`config.mk`:
```
export PLATFORM = sky130hd
export DESIGN_NAME = xlate_top
export DESIGN_NICKNAME = d
export VERILOG_FILES = /design/src/rtl/xlate_pkg.sv /design/src/rtl/xlate_ctrl.sv /design/src/rtl/xlate_dp.sv /design/src/rtl/xlate_top.sv
export SDC_FILE = /design/constraint.sdc
export NUM_CORES = 1
export LEC_CHECK = 0
export ABC_AREA = 1
export BUFFER_PORTS_ARGS = -buffer_cell sky130_fd_sc_hd__buf_2
export CELL_PAD_IN_SITES_DETAIL_PLACEMENT = 0
export CELL_PAD_IN_SITES_GLOBAL_PLACEMENT = 2
export CORE_ASPECT_RATIO = 0.6
export CORE_MARGIN = 8
export CORE_UTILIZATION = 35
export DETAILED_ROUTE_END_ITERATION = 8
export PLACE_DENSITY_LB_ADDON = 0.1
export SLEW_MARGIN = 20
export SYNTH_ARGS = -nofsm -noshare
export SYNTH_HDL_FRONTEND = slang
export SYNTH_SLANG_ARGS = --single-unit
```
`constraint.sdc`:
```
create_clock -name clk -period 3.5 [get_ports clk]
set_input_delay 0.7 -clock clk [delete_from_list [all_inputs] [get_ports clk]]
set_output_delay 0.7 -clock clk [all_outputs]
set_load 0.005 [all_outputs]
```
`src/rtl/xlate_pkg.sv`:
```
package xlate_pkg;
  localparam int ADDR_W = 32;
  localparam int NUM_WIN = 8;
  localparam int WIN_IDX_W = $clog2(NUM_WIN);
  localparam int SEG_W = 24;
  localparam logic [ADDR_W-1:0] ID_BASE = 32'h1000_0000;

  typedef struct packed {
    logic                 wrEn;
    logic [WIN_IDX_W-1:0] wrIdx;
    logic                 toPeri;
    logic                 toMem;
    logic [WIN_IDX_W-1:0] winSel;
  } xlateCtl_t;
endpackage

```
`src/rtl/xlate_ctrl.sv`:
```
module xlate_ctrl
  import xlate_pkg::*;
(
  input  logic              clk,
  input  logic              rstN,
  input  logic              reqValid,
  input  logic [ADDR_W-1:0] reqAddr,
  input  logic              regWe,
  input  logic [4:0]        regAddr,
  output xlateCtl_t         ctl,
  output logic              periValid,
  output logic              memValid
);
  logic routeBit;
  assign routeBit = reqAddr[SEG_W+WIN_IDX_W];

  always_comb begin
    ctl.wrEn   = regWe;
    ctl.wrIdx  = regAddr[2+:WIN_IDX_W];
    ctl.toPeri = reqValid && !routeBit;
    ctl.toMem  = reqValid && routeBit;
    ctl.winSel = reqAddr[SEG_W+:WIN_IDX_W];
  end

  always_ff @(posedge clk or negedge rstN) begin
    if (!rstN) begin
      periValid <= 1'b0;
      memValid  <= 1'b0;
    end else begin
      periValid <= ctl.toPeri;
      memValid  <= ctl.toMem;
    end
  end

  a_r2_exclusive: assert property (@(posedge clk) disable iff (!rstN)
    !(periValid && memValid));
  a_r2_valid_follows: assert property (@(posedge clk) disable iff (!rstN)
    (periValid || memValid) |-> $past(reqValid));
endmodule

```
`src/rtl/xlate_dp.sv`:
```
module xlate_dp
  import xlate_pkg::*;
(
  input  logic              clk,
  input  logic              rstN,
  input  xlateCtl_t         ctl,
  input  logic [ADDR_W-1:0] reqAddr,
  input  logic [4:0]        regAddr,
  input  logic [ADDR_W-1:0] regWdata,
  output logic [ADDR_W-1:0] regRdata,
  output logic [ADDR_W-1:0] periAddr,
  output logic [ADDR_W-1:0] memAddr
);
  logic [ADDR_W-1:0] winOff [NUM_WIN];
  logic [ADDR_W-1:0] segOff;
  logic [ADDR_W-1:0] sum;

  for (genvar g = 0; g < NUM_WIN; g++) begin : g_win
    always_ff @(posedge clk or negedge rstN) begin
      if (!rstN) winOff[g] <= ID_BASE + (ADDR_W'(g) << SEG_W);
      else if (ctl.wrEn && ctl.wrIdx == WIN_IDX_W'(g)) winOff[g] <= regWdata;
    end
  end

  assign regRdata = winOff[regAddr[2+:WIN_IDX_W]];
  assign segOff   = {{(ADDR_W-SEG_W){1'b0}}, reqAddr[SEG_W-1:0]};
  assign sum      = winOff[ctl.winSel] + segOff;

  always_ff @(posedge clk or negedge rstN) begin
    if (!rstN) begin
      periAddr <= '0;
      memAddr  <= '0;
    end else begin
      if (ctl.toPeri) periAddr <= sum;
      if (ctl.toMem)  memAddr  <= {4'b0, reqAddr[ADDR_W-5:0]};
    end
  end

  a_r4_mem_top_clear: assert property (@(posedge clk) disable iff (!rstN)
    memAddr[ADDR_W-1:ADDR_W-4] == 4'b0);
  a_r3_low_bits: assert property (@(posedge clk) disable iff (!rstN)
    ctl.toPeri |=> periAddr[SEG_W-1:0] ==
      ($past(winOff[ctl.winSel][SEG_W-1:0]) + $past(reqAddr[SEG_W-1:0])));
endmodule

```
`src/rtl/xlate_top.sv`:
```
module xlate_top
  import xlate_pkg::*;
(
  input  logic        clk,
  input  logic        rstN,
  input  logic        reqValid,
  input  logic [31:0] reqAddr,
  input  logic        regWe,
  input  logic [4:0]  regAddr,
  input  logic [31:0] regWdata,
  output logic [31:0] regRdata,
  output logic        periValid,
  output logic [31:0] periAddr,
  output logic        memValid,
  output logic [31:0] memAddr
);
  xlateCtl_t ctl;

  xlate_ctrl u_ctrl (
    .clk(clk), .rstN(rstN), .reqValid(reqValid), .reqAddr(reqAddr),
    .regWe(regWe), .regAddr(regAddr), .ctl(ctl),
    .periValid(periValid), .memValid(memValid)
  );

  xlate_dp u_dp (
    .clk(clk), .rstN(rstN), .ctl(ctl), .reqAddr(reqAddr),
    .regAddr(regAddr), .regWdata(regWdata), .regRdata(regRdata),
    .periAddr(periAddr), .memAddr(memAddr)
  );
endmodule

```
* Word level (Yosys, flattened, before mapping)
Cells that the tools add are included.
** Cells by class
- Add/subtract/negate cells :: 1
- Order comparisons :: 2
- Equal/unequal tests :: 7
- Muxes and demuxes :: 6
- Bitwise gates (word level) :: 2
- Reductions and logical operators :: 12
** Operator list (number)
- binary-select mux 32 bit (select 3 bit) :: 2
- 2-to-1 mux 32 bit :: 4
- adder 32 x 24 -> 32 bit :: 1
- equality test 3 bit, second input constant :: 4
- logical AND 1 bit :: 10
- greater-or-equal comparator 4 bit, second input constant :: 2
- NOT 3 -> 4 bit :: 2
- equality test 3 x 2 -> 1 bit, second input constant :: 2
- equality test 3 x 1 -> 1 bit, second input constant :: 1
- logical NOT 3 bit :: 1
- logical NOT 1 bit :: 1
** Storage, ports and cells
- Register bits :: 318

* Logic depth before layout (Yosys ltp)
Gate-level depths: netlist of the first run.
- Word-level depth :: 5
- Mapped depth :: 23
- Gate-level depth less buffers :: 19

* By module
A second synthesis of the first run with hierarchy kept.
** Unflattened totals
- Cells, all modules :: 2350
- Area, all modules :: 17788.3 um2
** By module, submodules not included
- xlate_dp :: instances 1, cells an instance 2337, area each 17668.2 um2
- xlate_ctrl :: instances 1, cells an instance 13, area each 120.1 um2

* Worst setup path before layout of the first run
Ideal clock, no wire load.
- Path kind :: in2reg
- Start :: in reqAddr[24]
- End :: reg u_dp.periAddr[22]
- Arrival time :: 3247 ps
- Required time :: 3383 ps
- Path slack :: 136 ps
- Stages on the path :: 20
- Path buffers :: 4
- Path through :: buf_6 > inv_4 > buf_4 > buf_4 > buf_2 > a21oi_1 > o21ai_0 > a31oi_1 > ha_1 > fa_1 > nand2_1 > nand2_1 > o211ai_1 > nand2_1 > nand2_1 > a21boi_1 > or2_1 > or2_1 > nand3_1 > nand2_1
** Between the ends
- Cells in the longest elaborated chain, start to end :: 5
** RTL lines
- start, declared :: line xlate_top.sv:7 : input logic [31:0] reqAddr,
- NOT 3 -> 4 bit (implied by the code) :: line xlate_dp.sv:27 : assign sum = winOff[ctl.winSel] + segOff;
- binary-select mux 32 bit (select 3 bit) :: line xlate_dp.sv:27
- 2-to-1 mux 32 bit (implied by the code) (2 in a row) :: line xlate_dp.sv:27
- adder 32 x 24 -> 32 bit :: line xlate_dp.sv:27
- end signal, assigned :: line xlate_dp.sv:34 : if (ctl.toPeri) periAddr <= sum;
- end, declared :: line xlate_dp.sv:11 : output logic [ADDR_W-1:0] periAddr,
No other way between the ends. The select of a mux whose other input is x is not followed.
A chain may end at the register's enable or synchronous reset.

* Final worst setup path of the first run
- Start :: in reqAddr[24]
- End :: reg u_dp.periAddr[28]
Same word-level chain as after synthesis.

==> flow_summary.toml, run 1 <==
[yosys]
synth-async-reset-ratio_pct = 100
syn_area_per_cell_um2 = 7.49
synthTopCellsByArea = "dfrtp_1 43%, nand2_1 15%, o21ai_0 12%, nor2_1 4.0%, inv_1 3.5%"
synth_area_um2 = 17300
syn_inst = 2311
synth_top_area_cell = "dfrtp_1"
synth_edf_count = 0
yosysSeqAreaShare_pct = 46.1
synth.distinct_cells = 48
netlist_top_cells_count = "712 x nand2_1, 406 x o21ai_0, 298 x dfrtp_1"
synth_top_family_by_area = "simple AND/OR/NAND/NOR gates"
synth_top_area_share_pct = 43.1
ys.flop_type = "dfrtp_1"
synthMuxAreaShare_pct = 0
post_synth_and_or_nand_nor_area_fraction_pct = 23.8
yosysMostFrequentCell = "nand2_1"
synth-xor-area-share_pct = 0.810
ys_ff_latch = 318
ys_warn_count = 0
synth_compound_area_share_pct = 19.9
synth_fa_ha_area_share_pct = 1.85

[die]
die_x_um = 303
rows = 63
core_um2 = 49100
ios = 171
start_util_pct = 35.2
die_h_um = 188
die_area_um2 = 57000

[setup_path]
cp.buffers_inverters = 5
endpoint_kind = "register"
crit_chain = "buf_4 -> inv_4 -> buf_12 -> buf_4 -> nor2_1 -> o22ai_1 -> nor2_1 -> a31oi_1 -> buf_4 -> ha_1 -> a21oi_1 -> o21ai_0 -> a21oi_1 -> nand3_1 -> nand2_1 -> nand3_1 -> nand3_1 -> nand2_1"
crit_required_ns = 3.93
critPathLaunchType = "input port"
crit_type = "in -> reg"
cp_top_family = "compound AO/OA/AOI/OAI gates"
cpPeakStageDelay_ns = 0.28
cpMaxStageDelayCell = "nand3_1"
crit_fanout = 27
arrival_ns = 3.69

[place]
gp_congestion = 0.904
place_hpwl_um = 44100
portBuffers = 160
post-place-ws_ns = -0.247
placed_area_um2 = 20100

[power_and_ir_drop]
max-vdd-ir-drop_v = 0.000299
p_per_area_nw_per_um2 = 563
leakage_nw = 10.4

[detailed_routing]
viasPerCell = 5.20
wire_per_inst_um = 19.9
via_count = 16900
drt-total-wl_um = 64600
drt_iter0_markers = 1374
ant_nets = 0
drc = 0
drtPass1Iterations = 5

[job]
maxCapViolations = 0

[cts]
ctsHoldBuffers = 0
insertion_delay_ns = 0.54
cts_setup_buffers = 0
cts_resized = 0
cts_tree = "done"
cts_made_buffers = 36
clock_sinks = 318
htree_num_levels = 2
ctsRootBufferMaster = "clkbuf_16"
clk_pin_slew_ns = 0.06
cts.path.max_buffers = 3

[min_path]
hp-class = "in -> async"

[status]
status = "completed"

[timing]
relSlewSlack_pct = 44.7
worst_slew_pin_slew_ns = 0.825
fmax_mhz = 307
final.setup.worst_slack_ns = 0.238
period_share_pct = 93.2
setup_viol = 0
rsz0062_at_grt = "no"
finalHoldViolCount = 0
clock-skew-final_ns = 0.0200
post-route-min-period_ns = 3.26
slew_viol_final = 0

[global_route]
grt_pass1_vias = 16400
gr-total-overflow = 0
grt_max_degree = 81
grtUsageTotal_pct = 22.4
grt_antenna_before_repair = 0
grt_pass1_wl_um = 100000

[layout]
syn_to_final_growth_pct = 23.6
n_antenna_cell = 0
stdcell_area_um2 = 21400
drive_above_1_share_pct = 19.0
nNetsFinal = 2668
area by class of cell:
class                      instances  area, um^2
fill                            5061       27700
clock buffer                      52        1070
sequential                       318        7980
multi-input combinational       1681        8070
timing repair buffer             363        2640
tap                              650         813
inverter                         170         641
clock inverter                    11         163
worst paths after layout:
kind,from,end,slack (ns),depth (start not counted)
setup / recovery,reqAddr[24],u_dp.periAddr[28]$_DFFE_PN0P_,0.24,18
hold / removal,rstN,u_dp.winOff[161]$_DFFE_PN0P_,0.14,1
setup reg to reg,u_dp.winOff[192]$_DFFE_PN0P_,u_dp.periAddr[28]$_DFFE_PN0P_,0.58,17
hold reg to reg,u_dp.memAddr[27]$_DFFE_PN0P_,u_dp.memAddr[27]$_DFFE_PN0P_,0.46,1
max in group asynchronous,rstN,u_ctrl.memValid$_DFF_PN0_,2.34,2
min in group clk,regWdata[30],u_dp.winOff[30]$_DFFE_PN0P_,0.38,3
registers in the layout (all words and copies together), names as in the netlist:
register	count
u_dp.winOff	256
u_dp.periAddr	32
u_ctrl.memValid	1
u_ctrl.periValid	1
u_dp.memAddr	28
power breakdown:
group / total (W) / switching [W] / internal (W)
logic: 0.00307 / 0.00177 / 0.00130
registers: 0.00491 / 0.000492 / 0.00442
clock network: 0.00406 / 0.00163 / 0.00242
per-layer routing:
layer	vias up	track usage, %	share of wire [%]
met5	-	0	0
met4	0	4.76	1.9
met3	83	4.48	7.6
met2	561	32.0	41
met1	8049	34.5	50
li1	8173	-	-
kinds of logic after synthesis:
| logic type | Yosys count |
|---|---|
| AND/OR/NAND/NOR | 1015 |
| AO/OA/AOI/OAI | 621 |
| flip-flops | 318 |
| buffers and inverters | 315 |
| adder cells (fa/ha/maj) | 25 |
| XOR/XNOR | 16 |
| other | 1 |
through the flow:
step / std cells / util, % / total power [W] / hold slack [ns] / TNS (ns)
detailed placement: 3182 / 41.0 / 0.00805 / 0.457 / -2.21
floorplan: 2314 / - / 0.00654 / 0.404 / 0
CTS: 3245 / 43.5 / 0.0122 / 0.166 / 0
global placement: 3182 / 41.0 / 0.00799 / 0.451 / -2.24
finish: 3245 / 43.5 / 0.0120 / 0.140 / 0
global route: 3245 / 43.5 / 0.0128 / 0.192 / 0
worst register-to-register path, cell delays in order (launching register included):
cell	delay, ns
dfrtp_1	0.40
o21ai_0	0.17
o22ai_1	0.09
nor2_1	0.09
a31oi_1	0.06
buf_4	0.18
ha_1	0.21
fa_1	0.42
nand2_1	0.13
o21ai_1	0.13
nand2_1	0.09
nand2_1	0.13
nand3_1	0.14
nand3_1	0.26
nand2_1	0.15
nand3_1	0.07
nand3_1	0.07
nand2_1	0.05
cells in the final DEF, fill, tap and decap left out, types with 11 or more instances in the layout:
cell         n
inv_1      162
dfstp_2     20
nand3_2     11
o21ai_1     12
xnor2_1     11
buf_4      180
nand3_1     45
nor2_1     181
a221oi_1    25
buf_12      24
buf_2      158
dfrtp_1    298
o22ai_1     50
ha_1        24
a21oi_1     50
clkbuf_16   37
nand2_2     19
o211ai_1    14
nand4_1     25
o21ai_0    405
nand2_1    704
a31oi_1     33
(Power assumes the default switching activity.)
==> inputs of run 2 (changes only) <==
CTS_BUF_LIST = sky130_fd_sc_hd__clkbuf_4 sky130_fd_sc_hd__clkbuf_8 sky130_fd_sc_hd__clkbuf_16   (was default)
==> run 2 against run 1 <==
Maximum frequency barely moved. Clock-buffer cell count unchanged. Largest cell class unchanged. Critical path type unchanged. First-iteration DRC count is 0.66% higher.
==> flow_summary.toml, run 2 (synthesized netlist as in run 1, its figures left out) <==
[die]
ios = 171
die_x_um = 303
die_h_um = 188
die_area_um2 = 57000
rows = 63
core_um2 = 49100
start_util_pct = 35.2

[layout]
largest_register = "u_dp.winOff"
drive_above_1_share_pct = 19.2
syn_to_final_growth_pct = 23.7
reg_top3 = "u_dp.winOff (256), u_dp.periAddr (32), u_dp.memAddr (28)"
n_antenna_cell = 0
finalNonFillerCells = 3245
layout_common_cells = "704 x nand2_1, 405 x o21ai_0, 298 x dfrtp_1"
nNetsFinal = 2668
final_common_cell = "nand2_1"
largest_reg_flops = 256

[setup_path]
endpoint_kind = "register"
reg2regPathDepth = 17
worst-r2r-setup-slack_ns = 0.56
crit_fanout = 27
arrival_ns = 3.69
crit_required_ns = 3.93
critPathLaunchType = "input port"
crit_type = "in -> reg"

[power_and_ir_drop]
p_int_w = 0.00819
total_power_w = 0.0121
power_switching_w = 0.00390
leakage_nw = 10.4
power_frac_comb_pct = 25.4
p_per_area_nw_per_um2 = 564
clock_power_share_pct = 33.9
power.share.switching_pct = 32.2
seq_power_share_pct = 40.6
max-vdd-ir-drop_v = 0.000299

[timing]
post-route-min-period_ns = 3.26
relSlewSlack_pct = 44.5
fmax_mhz = 306
finalHoldViolCount = 0
clock-skew-final_ns = 0.0196
setup_viol = 0
final.setup.tns_ns = 0
slew_viol_final = 0
worst_slew_pin_slew_ns = 0.827
period_share_pct = 93.2
rsz0062_at_grt = "no"

[global_route]
grt_max_degree = 81
gr-total-overflow = 0
grtUsageTotal_pct = 22.4
grt_antenna_before_repair = 0
grt_pass1_wl_um = 100000
grt_pass1_vias = 16400

[cts]
cts.path.max_buffers = 3
insertion_delay_ns = 0.54
ctsRootBufferMaster = "clkbuf_16"
clock_sinks = 318
htree_num_levels = 2
cts_made_buffers = 36
cts_tree = "done"
clk_pin_slew_ns = 0.06
cts_setup_buffers = 0
ctsHoldBuffers = 0

[detailed_routing]
wire_per_inst_um = 19.9
via_count = 16900
viasPerCell = 5.19
drt_iter0_markers = 1383
drtPass1Iterations = 5
drt-total-wl_um = 64600
drc = 0
ant_nets = 0

[place]
portBuffers = 160
gp_congestion = 0.904
place_inst = 3182
place_hpwl_um = 44100

[status]
status = "completed"

[min_path]
hp-class = "in -> async"

[job]
maxCapViolations = 0
## run 2: cell counts in the layout (fill, tap and decap cells not counted)
Identical to the previous run, type by type.
## run 2: layer usage
| layer | track usage (%) | wire length (um) |
|---|---|---|
| met3 | 4.48 | 4670 |
| met2 | 32.0 | 26100 |
| met5 | 0 | 0 |
| met1 | 34.5 | 32600 |
| met4 | 4.76 | 1270 |
## run 2: area by class of cell
type | instances | area, um^2
clock buffers | 52 | 1090
clock inverters | 11 | 163
fillers | 5058 | 27700
inverters | 170 | 641
multi-input cells | 1681 | 8070
flip-flops and latches | 318 | 7980
well taps | 650 | 813
repair buffers | 363 | 2640
## run 2: power by group through the flow
stage	logic (W)	clock network (W)	registers (W)
6_report	0.00307	0.00410	0.00491
5_1_grt	0.00349	0.00435	0.00500
4_1_cts	0.00311	0.00421	0.00490
3_5_place_dp	0.00309	0	0.00495
3_3_place_gp	0.00306	0	0.00494
2_1_floorplan	0.00170	0	0.00484
## run 2: timing repair
item / in CTS / in global routing
endpoints found under the setup margin: 0 / 1
resized for setup: 0 / 1
endpoints found under the hold margin: 0 / 0
## run 2: metrics by stage
| step | hold WS (ns) | util (%) | worst slack [ns] | instance area (um^2) |
|---|---|---|---|---|
| floorplan | 0.404 | - | 0.136 | 17300 |
| finish | 0.141 | 43.6 | 0.236 | 21400 |
| CTS | 0.166 | 43.6 | 0.289 | 21400 |
| global placement | 0.451 | 41.0 | -0.247 | 20100 |
| global route | 0.192 | 43.6 | 0.0450 | 21400 |
| detailed placement | 0.457 | 41.0 | -0.247 | 20100 |
## run 2: worst paths after layout
path	start	end
worst max-delay path	reqAddr[24]	u_dp.periAddr[28]$_DFFE_PN0P_
worst min-delay path	rstN	u_dp.winOff[161]$_DFFE_PN0P_
worst max register to register	u_dp.winOff[192]$_DFFE_PN0P_	u_dp.periAddr[28]$_DFFE_PN0P_
worst min register to register	u_dp.memAddr[27]$_DFFE_PN0P_	u_dp.memAddr[27]$_DFFE_PN0P_
max in group asynchronous	rstN	u_ctrl.memValid$_DFF_PN0_
min in group clk	regWdata[30]	u_dp.winOff[30]$_DFFE_PN0P_
## run 2: worst max-delay path: stages
cell	delay [ns]
buf_4	0.16
inv_4	0.17
buf_12	0.22
buf_4	0.24
nor2_1	0.06
o22ai_1	0.16
nor2_1	0.08
a31oi_1	0.25
buf_4	0.18
ha_1	0.27
a21oi_1	0.27
o21ai_0	0.14
a21oi_1	0.17
nand3_1	0.28
nand2_1	0.15
nand3_1	0.07
nand3_1	0.07
nand2_1	0.05
==> inputs of run 3 (changes only) <==
==> constraint.sdc (replaced) <==
create_clock -name clk -period 3.45 [get_ports clk]
set_input_delay 0.1725 -clock clk [delete_from_list [all_inputs] [get_ports clk]]
set_output_delay 0.1725 -clock clk [all_outputs]
set_load 0.005 [all_outputs]
==> run 3 against run 2 <==
First-iteration DRC count increased by 11%. Wire length down 0.61%. Core utilization decreased by 0.73 points. Clock-buffer cell count fell by 1. Combinational power is 3% lower. Die area unchanged. Clock power down 6.3%. Largest power group unchanged.
==> flow_summary.toml, run 3 (synthesized netlist as in run 1, its figures left out) <==
[layout]
fillCellCount = 5083
layout_common_cells = "704 x nand2_1, 406 x o21ai_0, 298 x dfrtp_1"
drive_above_1_share_pct = 15.9
largest_reg_flops = 256
final_common_cell = "nand2_1"
reg_top3 = "u_dp.winOff (256), u_dp.periAddr (32), u_dp.memAddr (28)"
syn_to_final_growth_pct = 21.7
largest_register = "u_dp.winOff"
finalNonFillerCells = 3211
stdcell_area_um2 = 21000
nNetsFinal = 2634

[timing]
final.setup.tns_ns = 0
post-route-min-period_ns = 2.91
setup_viol = 0
worst_slew_pin_slew_ns = 1.01
rsz0062_at_grt = "no"
hold_slack_ns = 0.0804
slew_viol_final = 0
fmax_mhz = 343
clock-skew-final_ns = 0.0195
period_share_pct = 84.4
finalHoldViolCount = 0
relSlewSlack_pct = 32.7

[detailed_routing]
wire_per_inst_um = 20.0
drt_iter0_markers = 1532
drtPass1Iterations = 5
viasPerCell = 5.16
drc = 0
via_count = 16600
ant_nets = 0
drt-total-wl_um = 64200

[setup_path]
crit_required_ns = 3.87
critPathLaunchType = "register"
worst-r2r-setup-slack_ns = 0.54
crit_chain = "o21ai_0 -> o22ai_1 -> nor2_1 -> a31oi_1 -> ha_1 -> fa_1 -> nand2_1 -> nand2_1 -> o211ai_1 -> nand2_1 -> nand2_1 -> a21boi_1 -> or2_1 -> or2_1 -> nand3_1 -> nand2_1"
crit_type = "reg -> reg"
rr_startpoint = "u_dp.winOff[192]$_DFFE_PN0P_"
endpoint_kind = "register"
cp_common_cell = "nand2_1"
arrival_ns = 3.33
cpMaxStageDelayCell = "fa_1"
critPathLaunch = "u_dp.winOff[192]$_DFFE_PN0P_"
cp_top_family = "simple AND/OR/NAND/NOR gates"
cp.buffers_inverters = 0
cpPeakStageDelay_ns = 0.42
crit_fanout = 3

[cts]
cts_made_buffers = 35
htree_num_levels = 2
cts_tree = "done"
ctsRootBufferMaster = "clkbuf_16"
clk_pin_slew_ns = 0.06
clock_sinks = 318
cts.path.max_buffers = 3
insertion_delay_ns = 0.54
cts_resized = 0

[global_route]
grt_pass1_vias = 16400
grt_max_degree = 121
grtUsageTotal_pct = 22.3
gr-total-overflow = 0
grt_pass1_wl_um = 99300
grt_antenna_before_repair = 1

[die]
die_area_um2 = 57000
rows = 63
start_util_pct = 35.2
die_h_um = 188
die_x_um = 303
ios = 171
core_um2 = 49100

[place]
place_inst = 3092
portBuffers = 160
gp_congestion = 0.866
placed_area_um2 = 19300
place_hpwl_um = 42700

[power_and_ir_drop]
p_per_area_nw_per_um2 = 560
max-vdd-ir-drop_v = 0.000294
leakage_nw = 10.1

[job]
maxCapViolations = 0

[status]
status = "completed"

[min_path]
hp-class = "in -> reg"
hp-start = "reqAddr[27]"
## run 3: cell count changes in the layout (fill, tap and decap cells not counted), moves of 3 or more
cell	delta
buf_4	-77
buf_12	-13
dlygate4sd3_1	+57
bufinv_16	-3
## run 3: report_power, final
part	total, W	leakage (nW)	switching, W	internal, W
registers	0.00498	3.93	0.000497	0.00448
logic	0.00297	5.62	0.00177	0.00119
clock network	0.00384	0.585	0.00161	0.00223
total	0.0118	10.1	0.00388	0.00791
## run 3: metrics by stage
stage,utilization [%],power [W],setup WS [ns]
finish,42.9,0.0118,0.538
global route,42.9,0.0126,0.189
CTS,42.8,0.0119,0.535
detailed placement,39.3,0.00795,0.0711
global placement,39.3,0.00791,0.0630
floorplan,-,0.00663,0.613
## run 3: final timing paths
| kind | end | cells after the start |
|---|---|---|
| worst min-delay path | u_ctrl.periValid$_DFF_PN0_ | 3 |
| worst max-delay path | u_dp.periAddr[22]$_DFFE_PN0P_ | 16 |
| worst min register to register | u_dp.memAddr[27]$_DFFE_PN0P_ | 1 |
| min in group asynchronous | u_dp.winOff[34]$_DFFE_PN0P_ | 2 |
| max in group asynchronous | u_dp.winOff[71]$_DFFE_PN0P_ | 3 |
| worst max register to register | u_dp.periAddr[22]$_DFFE_PN0P_ | 16 |
## run 3: tightest hold or removal path, delay by kind of cell
kind	cells	cell delay (ns)
and+or+nand+nor	1	0.05
buffers and inverters	2	0.30
## run 3: repair_timing
item	in CTS	in global routing
buffers inserted	0	0
endpoints found under the hold margin	171	0
hold buffers	57	0
## run 3: per-layer routing
| layer | part of all wire [%] | vias to the layer above | routed length [um] | track usage (%) |
|---|---|---|---|---|
| met2 | 41 | 454 | 26400 | 32.6 |
| met4 | 1.8 | 0 | 1170 | 4.59 |
| met1 | 51 | 7959 | 33000 | 34.3 |
| met3 | 5.7 | 74 | 3660 | 3.06 |
| li1 | - | 8097 | - | - |
| met5 | 0 | - | 0 | 1.94 |
## run 3: final cells by class
| cell class | count | area, um^2 | area share, % |
|---|---|---|---|
| tap | 650 | 813 | 3.86 |
| multi-input combinational | 1681 | 8070 | 38.4 |
| clock buffer | 51 | 1070 | 5.08 |
| inverter | 170 | 641 | 3.04 |
| clock inverter | 10 | 92.6 | 0.440 |
| timing repair buffer | 330 | 2370 | 11.3 |
| antenna | 1 | 2.50 | 0.0119 |
| sequential | 318 | 7980 | 37.9 |
